`src/rtl/bmem_pkg.sv`:
```
package bmem_pkg;
  // Lane index arithmetic modulo a power-of-two lane count
  function automatic int lane_wrap(input int base, input int step, input int lanes);
    return (base + step) & (lanes - 1);
  endfunction
endpackage

```
`src/rtl/bmem_row_gen.sv`:
```
module bmem_row_gen #(
  parameter int LANES    = 4,
  parameter int ROW_BITS = 6,
  localparam int OFF_BITS = $clog2(LANES)
) (
  input  logic [ROW_BITS-1:0]             row,
  input  logic [OFF_BITS-1:0]             off,
  output logic [LANES-1:0][ROW_BITS-1:0]  bank_row,
  output logic [LANES-1:0]                plus_one
);
  logic [ROW_BITS-1:0] row_inc;

  // Natural wrap of the row counter at the top of memory
  assign row_inc = row + ROW_BITS'(1);

  for (genvar k = 0; k < LANES; k++) begin : g_lane
    assign plus_one[k] = (OFF_BITS'(k) < off);
    assign bank_row[k] = plus_one[k] ? row_inc : row;
  end
endmodule

```
`src/rtl/bmem_bank.sv`:
```
module bmem_bank #(
  parameter int ROW_BITS = 6,
  parameter int BYTE_W   = 8,
  localparam int ROWS    = 1 << ROW_BITS
) (
  input  logic                clk,
  input  logic                rst_n,
  input  logic                en,
  input  logic                we,
  input  logic [ROW_BITS-1:0] row,
  input  logic [BYTE_W-1:0]   wd,
  output logic [BYTE_W-1:0]   rd
);
  logic [BYTE_W-1:0] store [ROWS];
  logic [BYTE_W-1:0] rd_d;

  // Storage array, no reset
  always_ff @(posedge clk) begin
    if (en && we) store[row] <= wd;
  end

  // Read-before-write: next value comes from the array as it stood
  always_comb begin
    rd_d = rd;
    if (en) rd_d = store[row];
  end

  always_ff @(posedge clk or negedge rst_n) begin
    if (!rst_n) rd <= '0;
    else        rd <= rd_d;
  end
endmodule

```
`src/rtl/bmem_steer.sv`:
```
module bmem_steer #(
  parameter int LANES  = 4,
  parameter int BYTE_W = 8,
  localparam int OFF_BITS = $clog2(LANES)
) (
  input  logic [OFF_BITS-1:0]           off,
  input  logic                          we,
  input  logic [LANES-1:0]              be,
  input  logic [LANES*BYTE_W-1:0]       wdata,
  output logic [LANES-1:0]              bank_we,
  output logic [LANES-1:0][BYTE_W-1:0]  bank_wd
);
  import bmem_pkg::*;

  // Bank k stores request lane (k - off) mod LANES
  always_comb begin
    for (int k = 0; k < LANES; k++) begin
      int src;
      src        = lane_wrap(k, LANES - int'(off), LANES);
      bank_we[k] = we & be[src];
      bank_wd[k] = wdata[src*BYTE_W +: BYTE_W];
    end
  end
endmodule

```
`src/rtl/bmem_gather.sv`:
```
module bmem_gather #(
  parameter int LANES  = 4,
  parameter int BYTE_W = 8,
  localparam int OFF_BITS = $clog2(LANES)
) (
  input  logic [OFF_BITS-1:0]           off,
  input  logic [LANES-1:0][BYTE_W-1:0]  bank_rd,
  output logic [LANES*BYTE_W-1:0]       rdata
);
  import bmem_pkg::*;

  // Result lane j comes from bank (off + j) mod LANES
  always_comb begin
    for (int j = 0; j < LANES; j++) begin
      rdata[j*BYTE_W +: BYTE_W] = bank_rd[lane_wrap(int'(off), j, LANES)];
    end
  end
endmodule

```
`src/rtl/byte_lane_mem.sv`:
```
module byte_lane_mem #(
  parameter int LANES    = 4,
  parameter int BYTE_W   = 8,
  parameter int ROW_BITS = 6,
  localparam int OFF_BITS = $clog2(LANES),
  localparam int ADDR_W   = ROW_BITS + OFF_BITS,
  localparam int WORD_W   = LANES * BYTE_W
) (
  input  logic              clk,
  input  logic              rst_n,
  input  logic              req_en,
  input  logic              req_we,
  input  logic [ADDR_W-1:0] req_addr,
  input  logic [LANES-1:0]  req_be,
  input  logic [WORD_W-1:0] req_wdata,
  output logic              rsp_valid,
  output logic [WORD_W-1:0] rsp_rdata
);
  // Reset: asserted asynchronously, released on a clock edge
  logic rst_meta, rst_sync_n;
  always_ff @(posedge clk or negedge rst_n) begin
    if (!rst_n) begin
      rst_meta   <= 1'b0;
      rst_sync_n <= 1'b0;
    end else begin
      rst_meta   <= 1'b1;
      rst_sync_n <= rst_meta;
    end
  end

  logic [OFF_BITS-1:0] req_off;
  logic [ROW_BITS-1:0] req_row;
  assign req_off = req_addr[OFF_BITS-1:0];
  assign req_row = req_addr[ADDR_W-1:OFF_BITS];

  logic [LANES-1:0][ROW_BITS-1:0] lane_row;
  logic [LANES-1:0]               lane_plus1;
  logic [LANES-1:0]               lane_we;
  logic [LANES-1:0][BYTE_W-1:0]   lane_wd;
  logic [LANES-1:0][BYTE_W-1:0]   lane_rd;

  bmem_row_gen #(.LANES(LANES), .ROW_BITS(ROW_BITS)) u_rows (
    .row      (req_row),
    .off      (req_off),
    .bank_row (lane_row),
    .plus_one (lane_plus1)
  );

  bmem_steer #(.LANES(LANES), .BYTE_W(BYTE_W)) u_steer (
    .off     (req_off),
    .we      (req_we),
    .be      (req_be),
    .wdata   (req_wdata),
    .bank_we (lane_we),
    .bank_wd (lane_wd)
  );

  for (genvar k = 0; k < LANES; k++) begin : g_bank
    bmem_bank #(.ROW_BITS(ROW_BITS), .BYTE_W(BYTE_W)) u_bank (
      .clk   (clk),
      .rst_n (rst_sync_n),
      .en    (req_en),
      .we    (lane_we[k]),
      .row   (lane_row[k]),
      .wd    (lane_wd[k]),
      .rd    (lane_rd[k])
    );
  end

  // Response state: offset of the last access and the valid flag
  logic [OFF_BITS-1:0] off_q, off_d;
  logic                valid_d;

  always_comb begin
    valid_d = req_en;
    off_d   = off_q;
    if (req_en) off_d = req_off;
  end

  always_ff @(posedge clk or negedge rst_sync_n) begin
    if (!rst_sync_n) begin
      off_q     <= '0;
      rsp_valid <= 1'b0;
    end else begin
      off_q     <= off_d;
      rsp_valid <= valid_d;
    end
  end

  bmem_gather #(.LANES(LANES), .BYTE_W(BYTE_W)) u_gather (
    .off     (off_q),
    .bank_rd (lane_rd),
    .rdata   (rsp_rdata)
  );
endmodule

```
`config.mk`:
```
export PLATFORM = sky130hd
export DESIGN_NAME = byte_lane_mem
export DESIGN_NICKNAME = d
export VERILOG_FILES = /design/src/rtl/bmem_pkg.sv /design/src/rtl/bmem_row_gen.sv /design/src/rtl/bmem_bank.sv /design/src/rtl/bmem_steer.sv /design/src/rtl/bmem_gather.sv /design/src/rtl/byte_lane_mem.sv
export SDC_FILE = /design/constraint.sdc
export NUM_CORES = 2
export LEC_CHECK = 0
export ABC_CLOCK_PERIOD_IN_PS = 3100
export BUFFER_PORTS_ARGS = -buffer_cell sky130_fd_sc_hd__clkbuf_2
export CAP_MARGIN = 20
export CORE_MARGIN = 5
export CORE_UTILIZATION = 40
export CTS_CLUSTER_DIAMETER = 50
export DETAILED_ROUTE_END_ITERATION = 8
export PLACE_DENSITY = 0.57
export SLEW_MARGIN = 5
export SYNTH_ARGS = -nofsm -noshare
export SYNTH_HDL_FRONTEND = slang
export SYNTH_SLANG_ARGS = --single-unit
```
`constraint.sdc`:
```
create_clock -name clk -period 3.1 [get_ports clk]
set_input_delay 0.31 -clock clk [delete_from_list [all_inputs] [get_ports clk]]
set_output_delay 0.31 -clock clk [all_outputs]
set_load 0.1 [all_outputs]
```
==> impl_metrics.ini <==
[setup_path]
cp-end-kind = flop
reg2reg_slack_ns = 0.73
slowest_stage = a2111oi_1
crit_path_max_fanout = 18
cp_common_cell = buf_4
arrival_ns = 3.79
r2r_start = g_bank[2].u_bank.store[50][5]
ff2ff_path_depth = 5
critPathMaxStageDelay_ns = 0.56
rr_endpoint = g_bank[2].u_bank.rd[5]
crit_required_ns = 3.82
crit_chain = clkbuf_2, dlygate4sd3_1, buf_4, and3b_1, or3_1, a221o_1, a2111oi_1, buf_4, o22ai_1, o32a_1
critPathLaunchType = input pin
path_class = input pin to flop

[grt]
track_usage_pct = 20.9
grt_max_degree = 65
grt_pass1_wl_um = 338000
overflow = 0
antenna_found_initial = 3
first_global_vias = 49400

[placed_design]
dp.cells = 8475
dp_hpwl_um = 150000
io_buffers = 80
placed_area_mm2 = 0.0941
gp_congestion = 0.864

[yosys]
synthArstFlopShare_pct = 1.77
synth_edf_count = 2048
syn_area_mm2 = 0.0833
syn-num-nets = 5128
synth_cells = 5077
synth.yosys.seq_area_share_pct = 74.9
synth_top_area_share_pct = 73.8
synth_warnings = 0
syn_avg_cell_area_um2 = 16.4
netlist_top_cells_count = edfxtp_1 (2048), nand2_1 (542), mux2i_1 (475)
synth_largest_area_cell = edfxtp_1
yosys-top-cells-area = edfxtp_1 (74%), mux2i_1 (5.7%), mux4_2 (3.4%), nand2_1 (2.4%), o22ai_1 (1.9%)
yosysMostFrequentCell = edfxtp_1
ys_ff_latch = 2085
yosysUniqueCellTypes = 74
synth_ff_type = edfxtp_1

[clock_tree]
cts_buffers = 216
clkTransAtPathRegs_ns = 0.06
cts_max_level = 4
clock_sinks = 2085
cts_max_path_buffers = 3
postCtsSetupBuffers = 0
clk_latency_ns = 0.85
cts_tree = done
clock-root-buffer = clkbuf_16

[worst_hold_path]
hold_depth = 4
min_to = g_bank[3].u_bank.rd[5]
worstHoldStart = req_addr[6]
hp-class = input pin to flop

[sta]
fin_hold_ws_ns = 0.167
hold_violations = 0
rsz0062_at_grt = false
drv_slew = 0
finalSetupViolCount = 0
fin_worst_skew_ns = 0.0311
worst_pin_slew_ns = 1.12
tns_ns = 0
min_period_ns = 3.07
period_share_pct = 99.2
max_freq_mhz = 325
slew_headroom_pct = 24.4

[pwr]
switching_share_pct = 24.5
total_power_uw = 65500
p_comb_share_pct = 11.7
ir_drop_mv = 0.543
p_leak_uw = 0.0348
power_density_mw_per_mm2 = 647
p_int_uw = 49400
power_frac_clock_pct = 39.3
p_seq_share_pct = 49.0
switchingPower_uw = 16100

[floorplanning]
core_area_mm2 = 0.207
fp.dieH_um = 466
ios = 81
die_x_um = 466
initial_utilization_pct = 40.2
rows = 167
die_area_mm2 = 0.218

[finish]
final_cells = 8880
nFillCells = 17500
final_area_mm2 = 0.101
drive_above_1_share_pct = 25.0
area_growth_pct = 21.5
fin_nets = 5960

[routing]
drt_wl_total_um = 231000
viasPerCell = 5.57
drt-initial-drc-count = 4481
first_pass_iters = 5
vias = 49500
drc = 0
drtAntennaViolNets = 0
avgRoutedWirePerCell_um = 26.0

[outcome]
outcome = complete, no violations

[run]
cap_violations = 0
-- worst max-delay path by stage --
stage	slack, ns	from	depth (start not counted)	to
CTS	0.08	req_addr[1]	10	g_bank[1].u_bank.rd[3]
global route	0.005	req_addr[1]	10	g_bank[1].u_bank.rd[3]
finish	0.03	req_addr[1]	10	g_bank[1].u_bank.rd[3]
detailed placement	-0.73	req_addr[0]	11	g_bank[2].u_bank.rd[5]
global placement	-0.74	req_addr[2]	11	g_bank[2].u_bank.rd[5]
floorplan	-0.05	req_addr[0]	12	g_bank[0].u_bank.store[59][0]
-- per-layer routing --
layer	global-route usage, %	vias up	part of all wire [%]
met5	0	-	0
met4	6.03	0	2.7
met3	3.05	315	5.9
met2	35.3	1735	50
met1	28.2	25400	42
li1	-	22000	-
-- placed cells by master (no fill, tap or decap), types with 46 or more instances in the layout --
| cell type | n |
|---|---|
| a21oi_1 | 250 |
| a221o_1 | 77 |
| a221oi_1 | 70 |
| buf_12 | 124 |
| buf_4 | 734 |
| clkbuf_16 | 224 |
| clkbuf_2 | 76 |
| clkinv_2 | 46 |
| edfxtp_1 | 2048 |
| mux2_2 | 75 |
| mux2i_1 | 475 |
| mux4_2 | 126 |
| nand2_1 | 542 |
| nor2_1 | 287 |
| o21ai_0 | 102 |
| o22ai_1 | 247 |
-- layout make-up --
| type | count | area, um^2 | area share [%] |
|---|---|---|---|
| Sequential cell | 2085 | 62400 | 61.6 |
| Multi-Input combinational cell | 2657 | 19800 | 19.5 |
| Timing Repair Buffer | 940 | 8440 | 8.33 |
| Clock buffer | 262 | 5780 | 5.71 |
| Tap cell | 2788 | 3490 | 3.44 |
| Clock inverter | 138 | 1320 | 1.31 |
| Inverter | 9 | 33.8 | 0.0334 |
| Antenna cell | 1 | 2.50 | 0.00247 |
-- cells by family after synthesis --
kind of cell	after synthesis	synth area share [%]
fa+ha+maj	3	0.0451
mux	676	10.1
other cells	1	0.00450
xor+xnor	18	0.189
flops	2085	74.9
compound gates	966	7.97
simple gates	993	5.03
buf+inv	335	1.72
-- what timing repair did --
action / in CTS / in global routing
hold buffers: 4 / 0
hold endpoints to repair: 4 / 0
endpoints found under the setup margin: 0 / 1
resized for setup: 0 / 3
-- sequential cells by signal, indices dropped and copies added (netlist names) --
name                 count
rst_sync_n               1
g_bank.u_bank.rd        32
rsp_valid                1
off_q                    2
rst_meta                 1
g_bank.u_bank.store   2048
-- stage by stage --
| stage | util [%] | setup slack [ns] |
|---|---|---|
| 6_report | 48.9 | 0.0255 |
| 5_1_grt | 48.9 | 0.00509 |
| 4_1_cts | 48.9 | 0.0825 |
| 3_5_place_dp | 45.4 | -0.725 |
| 3_3_place_gp | 45.4 | -0.741 |
| 2_1_floorplan | - | -0.0452 |
-- worst max-delay path: cells and delay by family --
family	cells	cell delay [ns]
AND/OR/NAND/NOR	2	0.75
AO/OA/AOI/OAI	4	1.58
buffers and inverters	4	1.11
-- power by group through the flow --
| stage | Combinational, uW | Clock [uW] | Sequential [uW] |
|---|---|---|---|
| after floorplan | 4260 | 0 | 32500 |
| after CTS | 7690 | 26200 | 32100 |
| after detailed placement | 7670 | 0 | 32700 |
| after global routing | 8040 | 27400 | 32100 |
| final | 7660 | 25800 | 32100 |
| after global placement | 7600 | 0 | 32700 |
No activity file was read; power rests on OpenSTA's default activity.
